===== src/rtl/edo_ctrl_pkg.sv =====
package edo_ctrl_pkg;

  typedef enum logic [2:0] {
    ST_IDLE,
    ST_ROW,
    ST_COL,
    ST_CAS,
    ST_CP,
    ST_OPEN,
    ST_CLOSE,
    ST_PRE
  } edo_state_e;

  function automatic int unsigned edo_max(int unsigned a, int unsigned b);
    return (a > b) ? a : b;
  endfunction

endpackage


===== src/rtl/edo_ctrl_timer.sv =====
module edo_ctrl_timer #(
  parameter int unsigned CNT_W = 4
) (
  input  logic             clk_i,
  input  logic             rst_ni,
  input  logic             load_i,
  input  logic [CNT_W-1:0] load_val_i,
  output logic [CNT_W-1:0] cnt_o,
  output logic             zero_o
);
  logic [CNT_W-1:0] cnt_q;

  always_ff @(posedge clk_i or negedge rst_ni) begin
    if (!rst_ni)               cnt_q <= '0;
    else if (load_i)           cnt_q <= load_val_i;
    else if (cnt_q != '0)      cnt_q <= cnt_q - 1'b1;
  end

  assign cnt_o  = cnt_q;
  assign zero_o = (cnt_q == '0);
endmodule


===== src/rtl/edo_ctrl_rowtrk.sv =====
module edo_ctrl_rowtrk #(
  parameter int unsigned ROW_W      = 12,
  parameter int unsigned T_RAS_MIN  = 13,
  parameter int unsigned PAGE_LIMIT = 24000,
  parameter int unsigned GUARD      = 11
) (
  input  logic             clk_i,
  input  logic             rst_ni,
  input  logic             ras_low_i,
  input  logic             open_i,
  input  logic [ROW_W-1:0] open_row_i,
  input  logic [ROW_W-1:0] req_row_i,
  output logic             hit_o,
  output logic             ras_min_ok_o,
  output logic             expire_o
);
  localparam int unsigned RC_W = $clog2(PAGE_LIMIT + 1);

  logic [RC_W-1:0]  ras_cnt_q;
  logic [ROW_W-1:0] row_q;
  logic             row_vld_q;

  always_ff @(posedge clk_i or negedge rst_ni) begin
    if (!rst_ni)                            ras_cnt_q <= '0;
    else if (!ras_low_i)                    ras_cnt_q <= '0;
    else if (ras_cnt_q != RC_W'(PAGE_LIMIT)) ras_cnt_q <= ras_cnt_q + 1'b1;
  end

  always_ff @(posedge clk_i or negedge rst_ni) begin
    if (!rst_ni) begin
      row_q     <= '0;
      row_vld_q <= 1'b0;
    end else if (open_i) begin
      row_q     <= open_row_i;
      row_vld_q <= 1'b1;
    end else if (!ras_low_i) begin
      row_vld_q <= 1'b0;
    end
  end

  assign hit_o        = row_vld_q && (row_q == req_row_i);
  assign ras_min_ok_o = ras_cnt_q >= RC_W'(T_RAS_MIN - 1);
  assign expire_o     = ras_cnt_q >= RC_W'(PAGE_LIMIT - GUARD);

  assert_ras_min_R7: assert property (@(posedge clk_i) disable iff (!rst_ni)
    $fell(ras_low_i) |-> $past(ras_cnt_q) >= RC_W'(T_RAS_MIN - 1));

  assert_page_limit_R8: assert property (@(posedge clk_i) disable iff (!rst_ni)
    ras_low_i |-> ras_cnt_q < RC_W'(PAGE_LIMIT));
endmodule


===== src/rtl/edo_ctrl_rdcap.sv =====
module edo_ctrl_rdcap #(
  parameter int unsigned DATA_W = 16
) (
  input  logic              clk_i,
  input  logic              rst_ni,
  input  logic              capture_i,
  input  logic [DATA_W-1:0] dq_i,
  output logic [DATA_W-1:0] rdata_o,
  output logic              rvalid_o
);
  always_ff @(posedge clk_i or negedge rst_ni) begin
    if (!rst_ni) begin
      rdata_o  <= '0;
      rvalid_o <= 1'b0;
    end else begin
      rvalid_o <= capture_i;
      if (capture_i) rdata_o <= dq_i;
    end
  end

  assert_rvalid_pulse_R5: assert property (@(posedge clk_i) disable iff (!rst_ni)
    rvalid_o |=> !rvalid_o);
endmodule


===== src/rtl/edo_ctrl.sv =====
module edo_ctrl
  import edo_ctrl_pkg::*;
#(
  parameter int unsigned ROW_W      = 12,
  parameter int unsigned COL_W      = 10,
  parameter int unsigned DATA_W     = 16,
  parameter int unsigned T_RCD      = 3,
  parameter int unsigned T_CAS      = 5,
  parameter int unsigned T_CP       = 2,
  parameter int unsigned T_RP       = 8,
  parameter int unsigned T_RAS_MIN  = 13,
  parameter int unsigned PAGE_LIMIT = 24000
) (
  input  logic                     clk_i,
  input  logic                     rst_ni,
  input  logic                     req_i,
  input  logic                     we_i,
  input  logic [ROW_W+COL_W-1:0]   addr_i,
  input  logic [DATA_W-1:0]        wdata_i,
  input  logic [DATA_W/8-1:0]      be_i,
  output logic                     ready_o,
  output logic [DATA_W-1:0]        rdata_o,
  output logic                     rvalid_o,
  input  logic                     hold_i,
  output logic                     grant_o,
  output logic [ROW_W-1:0]         dram_addr_o,
  output logic                     dram_ras_no,
  output logic                     dram_lcas_no,
  output logic                     dram_ucas_no,
  output logic                     dram_we_no,
  output logic                     dram_oe_no,
  output logic [DATA_W-1:0]        dram_dq_o,
  output logic                     dram_dq_oe_o,
  input  logic [DATA_W-1:0]        dram_dq_i
);
  localparam int unsigned ADDR_W = ROW_W + COL_W;
  localparam int unsigned LANES  = DATA_W / 8;
  localparam int unsigned GUARD  = T_CAS + T_CP + 4;
  localparam int unsigned TMR_W  = $clog2(edo_max(edo_max(T_RCD, T_CAS), edo_max(T_CP, T_RP)) + 1);
  localparam logic [TMR_W-1:0] ROW_LD = TMR_W'(T_RCD - 2);
  localparam logic [TMR_W-1:0] CAS_LD = TMR_W'(T_CAS - 1);
  localparam logic [TMR_W-1:0] CP_LD  = TMR_W'(T_CP - 1);
  localparam logic [TMR_W-1:0] RP_LD  = TMR_W'(T_RP - 1);
  localparam int unsigned CPC_W  = $clog2(T_CP + 2);

  edo_state_e state_q, state_d;
  logic              pend_q, pend_d;
  logic [ADDR_W-1:0] lat_addr_q;
  logic [DATA_W-1:0] lat_wdata_q;
  logic [LANES-1:0]  lat_be_q;
  logic              lat_we_q;
  logic              acc;
  logic              tmr_load, tmr_zero;
  logic [TMR_W-1:0]  tmr_val, tmr_cnt;
  logic              hit, ras_min_ok, expire;
  logic              ras_low, cas_act, capture;
  logic [LANES-1:0]  lane_cas;

  assign ras_low = state_q inside {ST_ROW, ST_COL, ST_CAS, ST_CP, ST_OPEN, ST_CLOSE};
  assign cas_act = (state_q == ST_CAS);

  assign ready_o = !hold_i &&
                   (((state_q == ST_IDLE) && !pend_q) || ((state_q == ST_OPEN) && !expire));
  assign acc     = req_i && ready_o;
  assign grant_o = hold_i && (state_q == ST_IDLE);

  always_comb begin
    state_d  = state_q;
    pend_d   = pend_q;
    tmr_load = 1'b0;
    tmr_val  = '0;
    unique case (state_q)
      ST_IDLE: if (!hold_i && (pend_q || acc)) begin
        state_d = ST_ROW; tmr_load = 1'b1; tmr_val = ROW_LD;
      end
      ST_ROW: if (tmr_zero) state_d = ST_COL;
      ST_COL: begin
        state_d = ST_CAS; tmr_load = 1'b1; tmr_val = CAS_LD;
      end
      ST_CAS: if (tmr_zero) begin
        state_d = ST_CP; tmr_load = 1'b1; tmr_val = CP_LD;
      end
      ST_CP: if (tmr_zero) state_d = ST_OPEN;
      ST_OPEN: begin
        if (acc) begin
          if (hit) state_d = ST_COL;
          else begin
            pend_d  = 1'b1;
            state_d = ST_CLOSE;
          end
        end else if (hold_i || expire) begin
          state_d = ST_CLOSE;
        end
      end
      ST_CLOSE: if (ras_min_ok) begin
        state_d = ST_PRE; tmr_load = 1'b1; tmr_val = RP_LD;
      end
      ST_PRE: if (tmr_zero) begin
        if (pend_q && !hold_i) begin
          state_d = ST_ROW; tmr_load = 1'b1; tmr_val = ROW_LD;
        end else begin
          state_d = ST_IDLE;
        end
      end
      default: state_d = ST_IDLE;
    endcase
    if (state_d == ST_ROW && state_q != ST_ROW) pend_d = 1'b0;
  end

  always_ff @(posedge clk_i or negedge rst_ni) begin
    if (!rst_ni) begin
      state_q <= ST_IDLE;
      pend_q  <= 1'b0;
    end else begin
      state_q <= state_d;
      pend_q  <= pend_d;
    end
  end

  always_ff @(posedge clk_i or negedge rst_ni) begin
    if (!rst_ni) begin
      lat_addr_q  <= '0;
      lat_wdata_q <= '0;
      lat_be_q    <= '0;
      lat_we_q    <= 1'b0;
    end else if (acc) begin
      lat_addr_q  <= addr_i;
      lat_wdata_q <= wdata_i;
      lat_be_q    <= be_i;
      lat_we_q    <= we_i;
    end
  end

  edo_ctrl_timer #(.CNT_W(TMR_W)) u_timer (
    .clk_i      (clk_i),
    .rst_ni     (rst_ni),
    .load_i     (tmr_load),
    .load_val_i (tmr_val),
    .cnt_o      (tmr_cnt),
    .zero_o     (tmr_zero)
  );

  edo_ctrl_rowtrk #(
    .ROW_W      (ROW_W),
    .T_RAS_MIN  (T_RAS_MIN),
    .PAGE_LIMIT (PAGE_LIMIT),
    .GUARD      (GUARD)
  ) u_rowtrk (
    .clk_i        (clk_i),
    .rst_ni       (rst_ni),
    .ras_low_i    (ras_low),
    .open_i       (state_q == ST_ROW),
    .open_row_i   (lat_addr_q[ADDR_W-1:COL_W]),
    .req_row_i    (addr_i[ADDR_W-1:COL_W]),
    .hit_o        (hit),
    .ras_min_ok_o (ras_min_ok),
    .expire_o     (expire)
  );

  // sample one cycle after the strobe rises: EDO keeps data valid
  assign capture = (state_q == ST_CP) && !lat_we_q && (tmr_cnt == CP_LD);

  edo_ctrl_rdcap #(.DATA_W(DATA_W)) u_rdcap (
    .clk_i     (clk_i),
    .rst_ni    (rst_ni),
    .capture_i (capture),
    .dq_i      (dram_dq_i),
    .rdata_o   (rdata_o),
    .rvalid_o  (rvalid_o)
  );

  for (genvar g = 0; g < LANES; g++) begin : g_lane
    assign lane_cas[g] = cas_act && (!lat_we_q || lat_be_q[g]);
  end

  assign dram_ras_no  = !ras_low;
  assign dram_lcas_no = !lane_cas[0];
  assign dram_ucas_no = !lane_cas[LANES-1];
  assign dram_we_no   = !(lat_we_q && (state_q inside {ST_COL, ST_CAS}));
  assign dram_oe_no   = !(!lat_we_q && (state_q inside {ST_CAS, ST_CP}));
  assign dram_dq_oe_o = lat_we_q && (state_q inside {ST_COL, ST_CAS});
  assign dram_dq_o    = lat_wdata_q;
  assign dram_addr_o  = (state_q inside {ST_COL, ST_CAS, ST_CP})
                        ? {{(ROW_W-COL_W){1'b0}}, lat_addr_q[COL_W-1:0]}
                        : lat_addr_q[ADDR_W-1:COL_W];

  // precharge run of both column strobes, checked on every fall
  logic             cas_all_high;
  logic [CPC_W-1:0] cas_hi_cnt_q;
  assign cas_all_high = dram_lcas_no && dram_ucas_no;

  always_ff @(posedge clk_i or negedge rst_ni) begin
    if (!rst_ni)                               cas_hi_cnt_q <= '1;
    else if (!cas_all_high)                    cas_hi_cnt_q <= '0;
    else if (cas_hi_cnt_q != '1)               cas_hi_cnt_q <= cas_hi_cnt_q + 1'b1;
  end

  assert_cp_min_R6: assert property (@(posedge clk_i) disable iff (!rst_ni)
    $fell(cas_all_high) |-> $past(cas_hi_cnt_q) >= CPC_W'(T_CP - 1));

  assert_early_we_R3: assert property (@(posedge clk_i) disable iff (!rst_ni)
    (($fell(dram_lcas_no) || $fell(dram_ucas_no)) && !dram_we_no) |-> $past(!dram_we_no));

  assert_bus_turn_R3: assert property (@(posedge clk_i) disable iff (!rst_ni)
    !dram_oe_no |-> !dram_dq_oe_o);

  assert_grant_idle_R9: assert property (@(posedge clk_i) disable iff (!rst_ni)
    grant_o |-> (dram_ras_no && $past(dram_ras_no)));
endmodule


===== config.mk =====
export PLATFORM = sky130hd
export DESIGN_NAME = edo_ctrl
export DESIGN_NICKNAME = d
export VERILOG_FILES = /design/src/rtl/edo_ctrl_pkg.sv /design/src/rtl/edo_ctrl_timer.sv /design/src/rtl/edo_ctrl_rowtrk.sv /design/src/rtl/edo_ctrl_rdcap.sv /design/src/rtl/edo_ctrl.sv
export SDC_FILE = /design/constraint.sdc
export NUM_CORES = 1
export LEC_CHECK = 0
export BUFFER_PORTS_ARGS = -buffer_cell sky130_fd_sc_hd__buf_4
export CORE_MARGIN = 4
export CORE_UTILIZATION = 57
export DETAILED_ROUTE_END_ITERATION = 7
export GPL_ROUTABILITY_DRIVEN = 1
export PLACE_DENSITY = 0.85
export SYNTH_ARGS = -nofsm -noshare
export SYNTH_HDL_FRONTEND = slang
export SYNTH_SLANG_ARGS = --single-unit

===== constraint.sdc =====
create_clock -name clk_i -period 7.4 [get_ports clk_i]
set_clock_uncertainty 0.2 [all_clocks]
set_input_delay 1.48 -clock clk_i [delete_from_list [all_inputs] [get_ports clk_i]]
set_output_delay 1.48 -clock clk_i [all_outputs]
set_load 0.02 [all_outputs]

==> results of run 1 <==
[logic make-up (layout without fill, tap and decap cells)]
| kind of cell | after synthesis | after routing | synth area share |
|---|---|---|---|
| AO/OA/AOI/OAI | 33 | 33 | 0.05437 |
| XOR/XNOR | 24 | 24 | 0.04782 |
| AND/OR/NAND/NOR | 145 | 145 | 0.1537 |
| flip-flops | 94 | 94 | 0.5352 |
| adder cells (fa/ha/maj) | 5 | 5 | 0.01423 |
| multiplexers | 64 | 64 | 0.1637 |
| buffers and inverters | 28 | 144 | 0.03103 |
[worst paths after layout]
check	startpoint	end	slack (ns)	depth (start not counted)
setup / recovery	state_q[1]$_DFF_PN0_	dram_addr_o[2]	3.03	5
max in group asynchronous	rst_ni	pend_q$_DFFE_PN0P_	5.05	2
hold reg to reg	u_rdcap.rdata_o[5]$_DFFE_PN0P_	u_rdcap.rdata_o[5]$_DFFE_PN0P_	0.27	2
hold / removal	u_rdcap.rdata_o[5]$_DFFE_PN0P_	u_rdcap.rdata_o[5]$_DFFE_PN0P_	0.27	2
setup reg to reg	u_rowtrk.ras_cnt_q[1]$_DFFE_PN0P_	lat_addr_q[21]$_DFFE_PN0P_	4.47	8
min in group asynchronous	rst_ni	u_rowtrk.row_q[9]$_DFFE_PN0P_	0.83	1
[placed cells by master (no fill, tap or decap), drive strengths merged, types with 2 or more instances in the layout]
cell type / count
mux2: 63
nand3: 13
ha: 5
nand2: 61
a211o: 2
bufinv: 3
nor3b: 3
or3b: 2
nor2: 29
a21oi: 8
xnor2: 19
o211ai: 2
dfrtp: 94
buf: 117
nand4: 7
inv: 15
and2: 5
nor3: 13
xor2: 5
o21ai: 8
nor4: 3
o31ai: 2
or3: 4
clkbuf: 9
a31oi: 4
[power groups by stage]
stage	clock network, mW	logic, mW	registers (mW)
finish	0.406	1.03	0.908
global placement	0	0.997	0.902
floorplan	0	0.576	0.966
CTS	0.415	1.04	0.908
detailed placement	0	1.03	0.918
global route	0.437	1.12	0.940
[synth_stat cells (all sizes together) (2+ instances only)]
| cell | number | area share |
|---|---|---|
| or3b | 2 | 0.0040 |
| nor2 | 29 | 0.025 |
| and2 | 5 | 0.0071 |
| o21ai | 8 | 0.0091 |
| nand3 | 13 | 0.015 |
| dfrtp | 94 | 0.54 |
| o211ai | 2 | 0.0034 |
| o31ai | 2 | 0.0077 |
| inv | 12 | 0.010 |
| nor3b | 3 | 0.0063 |
| a21oi | 8 | 0.0091 |
| xnor2 | 19 | 0.038 |
| a31oi | 4 | 0.0057 |
| ha | 5 | 0.014 |
| a211o | 2 | 0.0040 |
| nand4 | 7 | 0.010 |
| nor4 | 3 | 0.0057 |
| nor3 | 13 | 0.015 |
| clkbuf | 11 | 0.0094 |
| buf | 5 | 0.011 |
| mux2 | 63 | 0.16 |
| nand2 | 61 | 0.052 |
| or3 | 4 | 0.0057 |
| xor2 | 5 | 0.010 |
[per-layer routing]
layer,vias to the layer above,routed length (um),global-route usage
met3,11,727,0.07897
met1,1553,3927,0.2625
met5,-,0,0
met2,100,4878,0.3764
met4,0,108,0.05450
li1,1572,-,-
[area by class of cell]
class                      instances  area [sq um]  share of cell area
sequential                        94          2352              0.4241
multi-input combinational        271          1907              0.3438
timing repair buffer             117         878.3              0.1584
clock buffer                       9         123.9             0.02233
tap                               99         123.9             0.02233
clock inverter                     6         116.4             0.02098
inverter                          12         45.04            0.008121
[flip-flops by register name, summed over array words and instances, names as in the netlist]
register            cells
u_rowtrk.row_q         12
dram_dq_o              16
pend_q                  1
lat_be_q                2
u_rowtrk.row_vld_q      1
state_q                 3
u_rowtrk.ras_cnt_q     15
u_rdcap.rdata_o        16
u_timer.cnt_o           4
u_rdcap.rvalid_o        1
lat_addr_q             22
lat_we_q                1
[critical path: stages (launching register included)]
cell and delay (ns):
dfrtp_1 0.55, inv_1 0.24, nor2_1 0.12, nor2_1 0.84
mux2_2 0.43, buf_4 0.16
[per-stage QoR]
stage          std cells  setup slack, ns
3_5_place_dp         593            3.412
5_1_grt              608            2.859
4_1_cts              608            3.030
6_report             608            3.033
3_3_place_gp         593            3.407
2_1_floorplan        393            3.539
==> flow_metrics.env, run 1 <==
export IMPL_worst_ep_required_time_ns=5.72
export IMPL_post_route_drc_count=0
export IMPL_start_util=0.5964
export IMPL_synth_edf_count=0
export IMPL_p_leak_nw=2.595
export IMPL_h_tree_depth=3
export IMPL_stdcell_area_sq_um=5547
export IMPL_place_hpwl_um=7014
export IMPL_ys_flop_type="dfrtp_1"
export IMPL_placed_cell_area_sq_um=5306
export IMPL_synthDistinctLibCells=42
export IMPL_finalHoldViolations=0
export IMPL_diodes=0
export IMPL_max_clock_path_buffers=2
export IMPL_comb_power_share=0.438
export IMPL_portBuffers=113
export IMPL_clk_latency_ns=0.36
export IMPL_p_sw_frac=0.3771
export IMPL_vias=3236
export IMPL_grt_overflow_total=0
export IMPL_ant_nets=0
export IMPL_fmax_mhz=229.0
export IMPL_report_final_slew_viol_count=0
export IMPL_cts_tree="built"
export IMPL_drt_iter0_markers=152
export IMPL_hold_class="flip-flop to flip-flop"
export IMPL_critPathKind="flip-flop to primary output"
export IMPL_grt_pass1_wl_um=15680
export IMPL_ys_ff_latch=94
export IMPL_fillCellCount=499
export IMPL_cp_arrival_ns=2.69
export IMPL_nets=571
export IMPL_numCtsBuffers=9
export IMPL_p_switching_mw=0.8824
export IMPL_fin_tns_setup_ns=0
export IMPL_power_density_nw_per_um2=421.9
export IMPL_critPathMaxFanout=14
export IMPL_cell_internal_pwr_mw=1.458
export IMPL_syn_num_nets=459
export IMPL_status="finished, final reports clean"
export IMPL_worstMarginPinSlew_ns=1.088
export IMPL_path_clk_slew_ns=0.09
export IMPL_finalSetupViolCount=0
export IMPL_vias_per_cell=5.322
export IMPL_cp_end_kind="primary output"
export IMPL_yosysWarnings=0
export IMPL_clkPwrFrac=0.174
export IMPL_async_flop_share=1.000
export IMPL_cap_viol_max_count=0
export IMPL_avgSynthCellArea_sq_um=11.18
export IMPL_worstSetupStartpointType="flip-flop"
export IMPL_io_pins=114
export IMPL_cts_sinks=94
export IMPL_min_period_ns=4.367
export IMPL_total_power_mw=2.340
export IMPL_dieArea_sq_um=9181
export IMPL_post_cts_buffers=0
export IMPL_min_period_over_period=0.5902
export IMPL_die_y_um=95.82
export IMPL_first_global_vias=3419
export IMPL_areaGrowthSynthToFinish_pct=26.19
export IMPL_postCtsResizedCells=0
export IMPL_rows=31
export IMPL_syn_area_sq_um=4395
export IMPL_wl_per_cell_um=15.86
export IMPL_grt_max_degree=66
export IMPL_seq_power_share=0.388
export IMPL_routed_wl_um=9640
export IMPL_cts_root_buffer="clkbuf_8"
export IMPL_cts_hold_buf=0
export IMPL_drive_above_1_share=0.3752
export IMPL_final_util=0.7526
export IMPL_holdWs_ns=0.2739
export IMPL_firstDrtPassIters=4
export IMPL_antenna_found_initial=0
export IMPL_slew_headroom=0.2718
export IMPL_place_congestion=0.9236
export IMPL_grtUsageTotal=0.2193
export IMPL_rsz0062_at_grt="no"
export IMPL_die_x_um=95.82
export IMPL_syn_inst=393
export IMPL_yosysSeqAreaShare=0.5352
export IMPL_core_sq_um=7370
export IMPL_peakVddDrop_v=0.0002733
Power figures use the tool's default switching activity.
==> run 2, diff against run 1 <==
--- a/config.mk
+++ b/config.mk
@@ -7,10 +7,10 @@
 export LEC_CHECK = 0
 export BUFFER_PORTS_ARGS = -buffer_cell sky130_fd_sc_hd__buf_4
 export CORE_MARGIN = 4
-export CORE_UTILIZATION = 57
+export CORE_UTILIZATION = 53
 export DETAILED_ROUTE_END_ITERATION = 7
 export GPL_ROUTABILITY_DRIVEN = 1
-export PLACE_DENSITY = 0.85
+export PLACE_DENSITY = 0.8
 export SYNTH_ARGS = -nofsm -noshare
 export SYNTH_HDL_FRONTEND = slang
 export SYNTH_SLANG_ARGS = --single-unit
==> constraint.sdc (replaced) <==
create_clock -name clk_i -period 4.2 [get_ports clk_i]
set_clock_uncertainty 0.2 [all_clocks]
set_input_delay 0.84 -clock clk_i [delete_from_list [all_inputs] [get_ports clk_i]]
set_output_delay 0.84 -clock clk_i [all_outputs]
set_load 0.02 [all_outputs]
==> run 2 against run 1 <==
Setup slack lost 2.5 ns. Clock-buffer cell count grew 1. Routed wire length is 2.6% higher. Combinational power grew 77%. Flip-flop and latch count did not move. Via count up 2.4%. Critical path depth is the same. Sequential share of layout area increased by 0.25 points. Core utilization shrank 5.4 points. Final cell count up 0.66%. Sequential power up 75%. First-iteration DRC count decreased by 23%.
==> flow_metrics.env, run 2 (synthesis gave the netlist of run 1 again) <==
export IMPL_total_power_mw=4.017
export IMPL_rows=32
export IMPL_grtUsageTotal=0.2107
export IMPL_p_leak_nw=2.574
export IMPL_rsz0062_at_grt="no"
export IMPL_holdWs_ns=0.2743
export IMPL_cts_root_buffer="clkbuf_8"
export IMPL_worst_ep_required_time_ns=3.16
export IMPL_regMostFlops="lat_addr_q"
export IMPL_path_clk_slew_ns=0.08
export IMPL_critPathMaxFanout=14
export IMPL_place_congestion=0.8985
export IMPL_dieArea_sq_um=9814
export IMPL_crit_top_cell="nor2_1"
export IMPL_fmax_mhz=270.8
export IMPL_post_cts_buffers=0
export IMPL_diodes=0
export IMPL_fin_tns_setup_ns=0
export IMPL_ant_nets=0
export IMPL_largest_reg_flops=22
export IMPL_die_y_um=99.07
export IMPL_stdcell_count=612
export IMPL_finalWorstSetupSlack_ns=0.5073
export IMPL_cts_hold_buf=0
export IMPL_cap_viol_max_count=0
export IMPL_final_cell_mix="buf_4, dfrtp_1, nand2_1, mux2_2, nor2_1"
export IMPL_antenna_found_initial=0
export IMPL_cpPeakStageDelay_ns=0.83
export IMPL_finalSetupViolCount=0
export IMPL_worst_path_buf_inv=2
export IMPL_worstMarginPinSlew_ns=1.109
export IMPL_wl_per_cell_um=16.17
export IMPL_critPathKind="flip-flop to primary output"
export IMPL_final_util=0.6991
export IMPL_power_density_nw_per_um2=728.5
export IMPL_vias=3315
export IMPL_critPathTopFamily="simple AND/OR/NAND/NOR gates"
export IMPL_min_period_ns=3.693
export IMPL_routed_wl_um=9894
export IMPL_placed_cell_area_sq_um=5318
export IMPL_postCtsResizedCells=0
export IMPL_areaGrowthSynthToFinish_pct=25.45
export IMPL_post_route_drc_count=0
export IMPL_portBuffers=113
export IMPL_cp_end_kind="primary output"
export IMPL_grt_max_degree=77
export IMPL_status="finished, final reports clean"
export IMPL_io_pins=114
export IMPL_dp_slack_ns=0.8508
export IMPL_cts_tree="built"
export IMPL_critPathSlowestCell="nor2_1"
export IMPL_final_common_cell="buf_4"
export IMPL_drt_iter0_markers=117
export IMPL_die_x_um=99.07
export IMPL_min_period_over_period=0.8792
export IMPL_slew_headroom=0.2577
export IMPL_place_hpwl_um=7056
export IMPL_hold_class="flip-flop to flip-flop"
export IMPL_clk_latency_ns=0.35
export IMPL_nets=572
export IMPL_path_cells="inv_1 > nor2_1 > nor2_1 > mux2_2 > buf_4"
export IMPL_peakVddDrop_v=0.0004487
export IMPL_cts_sinks=94
export IMPL_drive_above_1_share=0.3765
export IMPL_max_clock_path_buffers=2
export IMPL_start_util=0.5573
export IMPL_firstDrtPassIters=4
export IMPL_finalHoldViolations=0
export IMPL_report_final_slew_viol_count=0
export IMPL_worstSetupStartpointType="flip-flop"
export IMPL_grt_overflow_total=0
export IMPL_grt_pass1_wl_um=16570
export IMPL_place_inst=597
export IMPL_vias_per_cell=5.417
export IMPL_core_sq_um=7888
export IMPL_cp_arrival_ns=2.65
export IMPL_first_global_vias=3431
export IMPL_h_tree_depth=3
export IMPL_numCtsBuffers=9
export IMPL_stdcell_area_sq_um=5514
[run 2: cell types whose count changed in the layout (fill, tap and decap cells not counted)]
cell,previous run,this run
buf_4,117,118
bufinv_16,3,1
clkbuf_8,9,10
clkinv_2,0,1
clkinvlp_4,0,2
inv_6,3,1
[run 2: per-layer routing]
metal,vias to the layer above,GRT usage,part of all wire
met5,-,0,0
met4,0,0.07878,0.023
met3,22,0.05379,0.057
met2,102,0.3512,0.50
met1,1609,0.2646,0.42
li1,1582,-,-
[run 2: power breakdown]
group / total [mW] / internal [mW] / leakage, nW / switching, mW
Clock: 0.602 / 0.289 / 0.0948 / 0.313
Combinational: 1.82 / 0.875 / 1.34 / 0.947
Sequential: 1.59 / 1.30 / 1.14 / 0.298
[run 2: layout make-up]
cell class / instances / area [sq um]
tap: 102 / 127.6
fill: 587 / 2374
sequential: 94 / 2352
multi-input combinational: 271 / 1907
clock buffer: 10 / 137.6
clock inverter: 5 / 58.81
inverter: 12 / 45.04
timing repair buffer: 118 / 885.9
[run 2: worst paths after layout]
kind / from / end / slack [ns] / cells after the start
setup / recovery: state_q[1]$_DFF_PN0_ / dram_addr_o[3] / 0.51 / 5
hold / removal: u_rdcap.rdata_o[1]$_DFFE_PN0P_ / u_rdcap.rdata_o[1]$_DFFE_PN0P_ / 0.27 / 2
setup reg to reg: u_rowtrk.ras_cnt_q[1]$_DFFE_PN0P_ / dram_dq_o[9]$_DFFE_PN0P_ / 1.29 / 8
hold reg to reg: u_rdcap.rdata_o[1]$_DFFE_PN0P_ / u_rdcap.rdata_o[1]$_DFFE_PN0P_ / 0.27 / 2
max in group asynchronous: rst_ni / u_rdcap.rdata_o[11]$_DFFE_PN0P_ / 2.63 / 2
min in group asynchronous: rst_ni / lat_addr_q[9]$_DFFE_PN0P_ / 0.41 / 1
[run 2: worst reg2reg max path, cell delays in order, from the launching register on]
cell	delay (ns)
dfrtp_1	0.46
inv_1	0.10
ha_1	0.18
or3_1	0.32
a41oi_2	0.22
o31ai_2	0.17
o31ai_4	0.26
buf_4	0.49
mux2_2	0.42
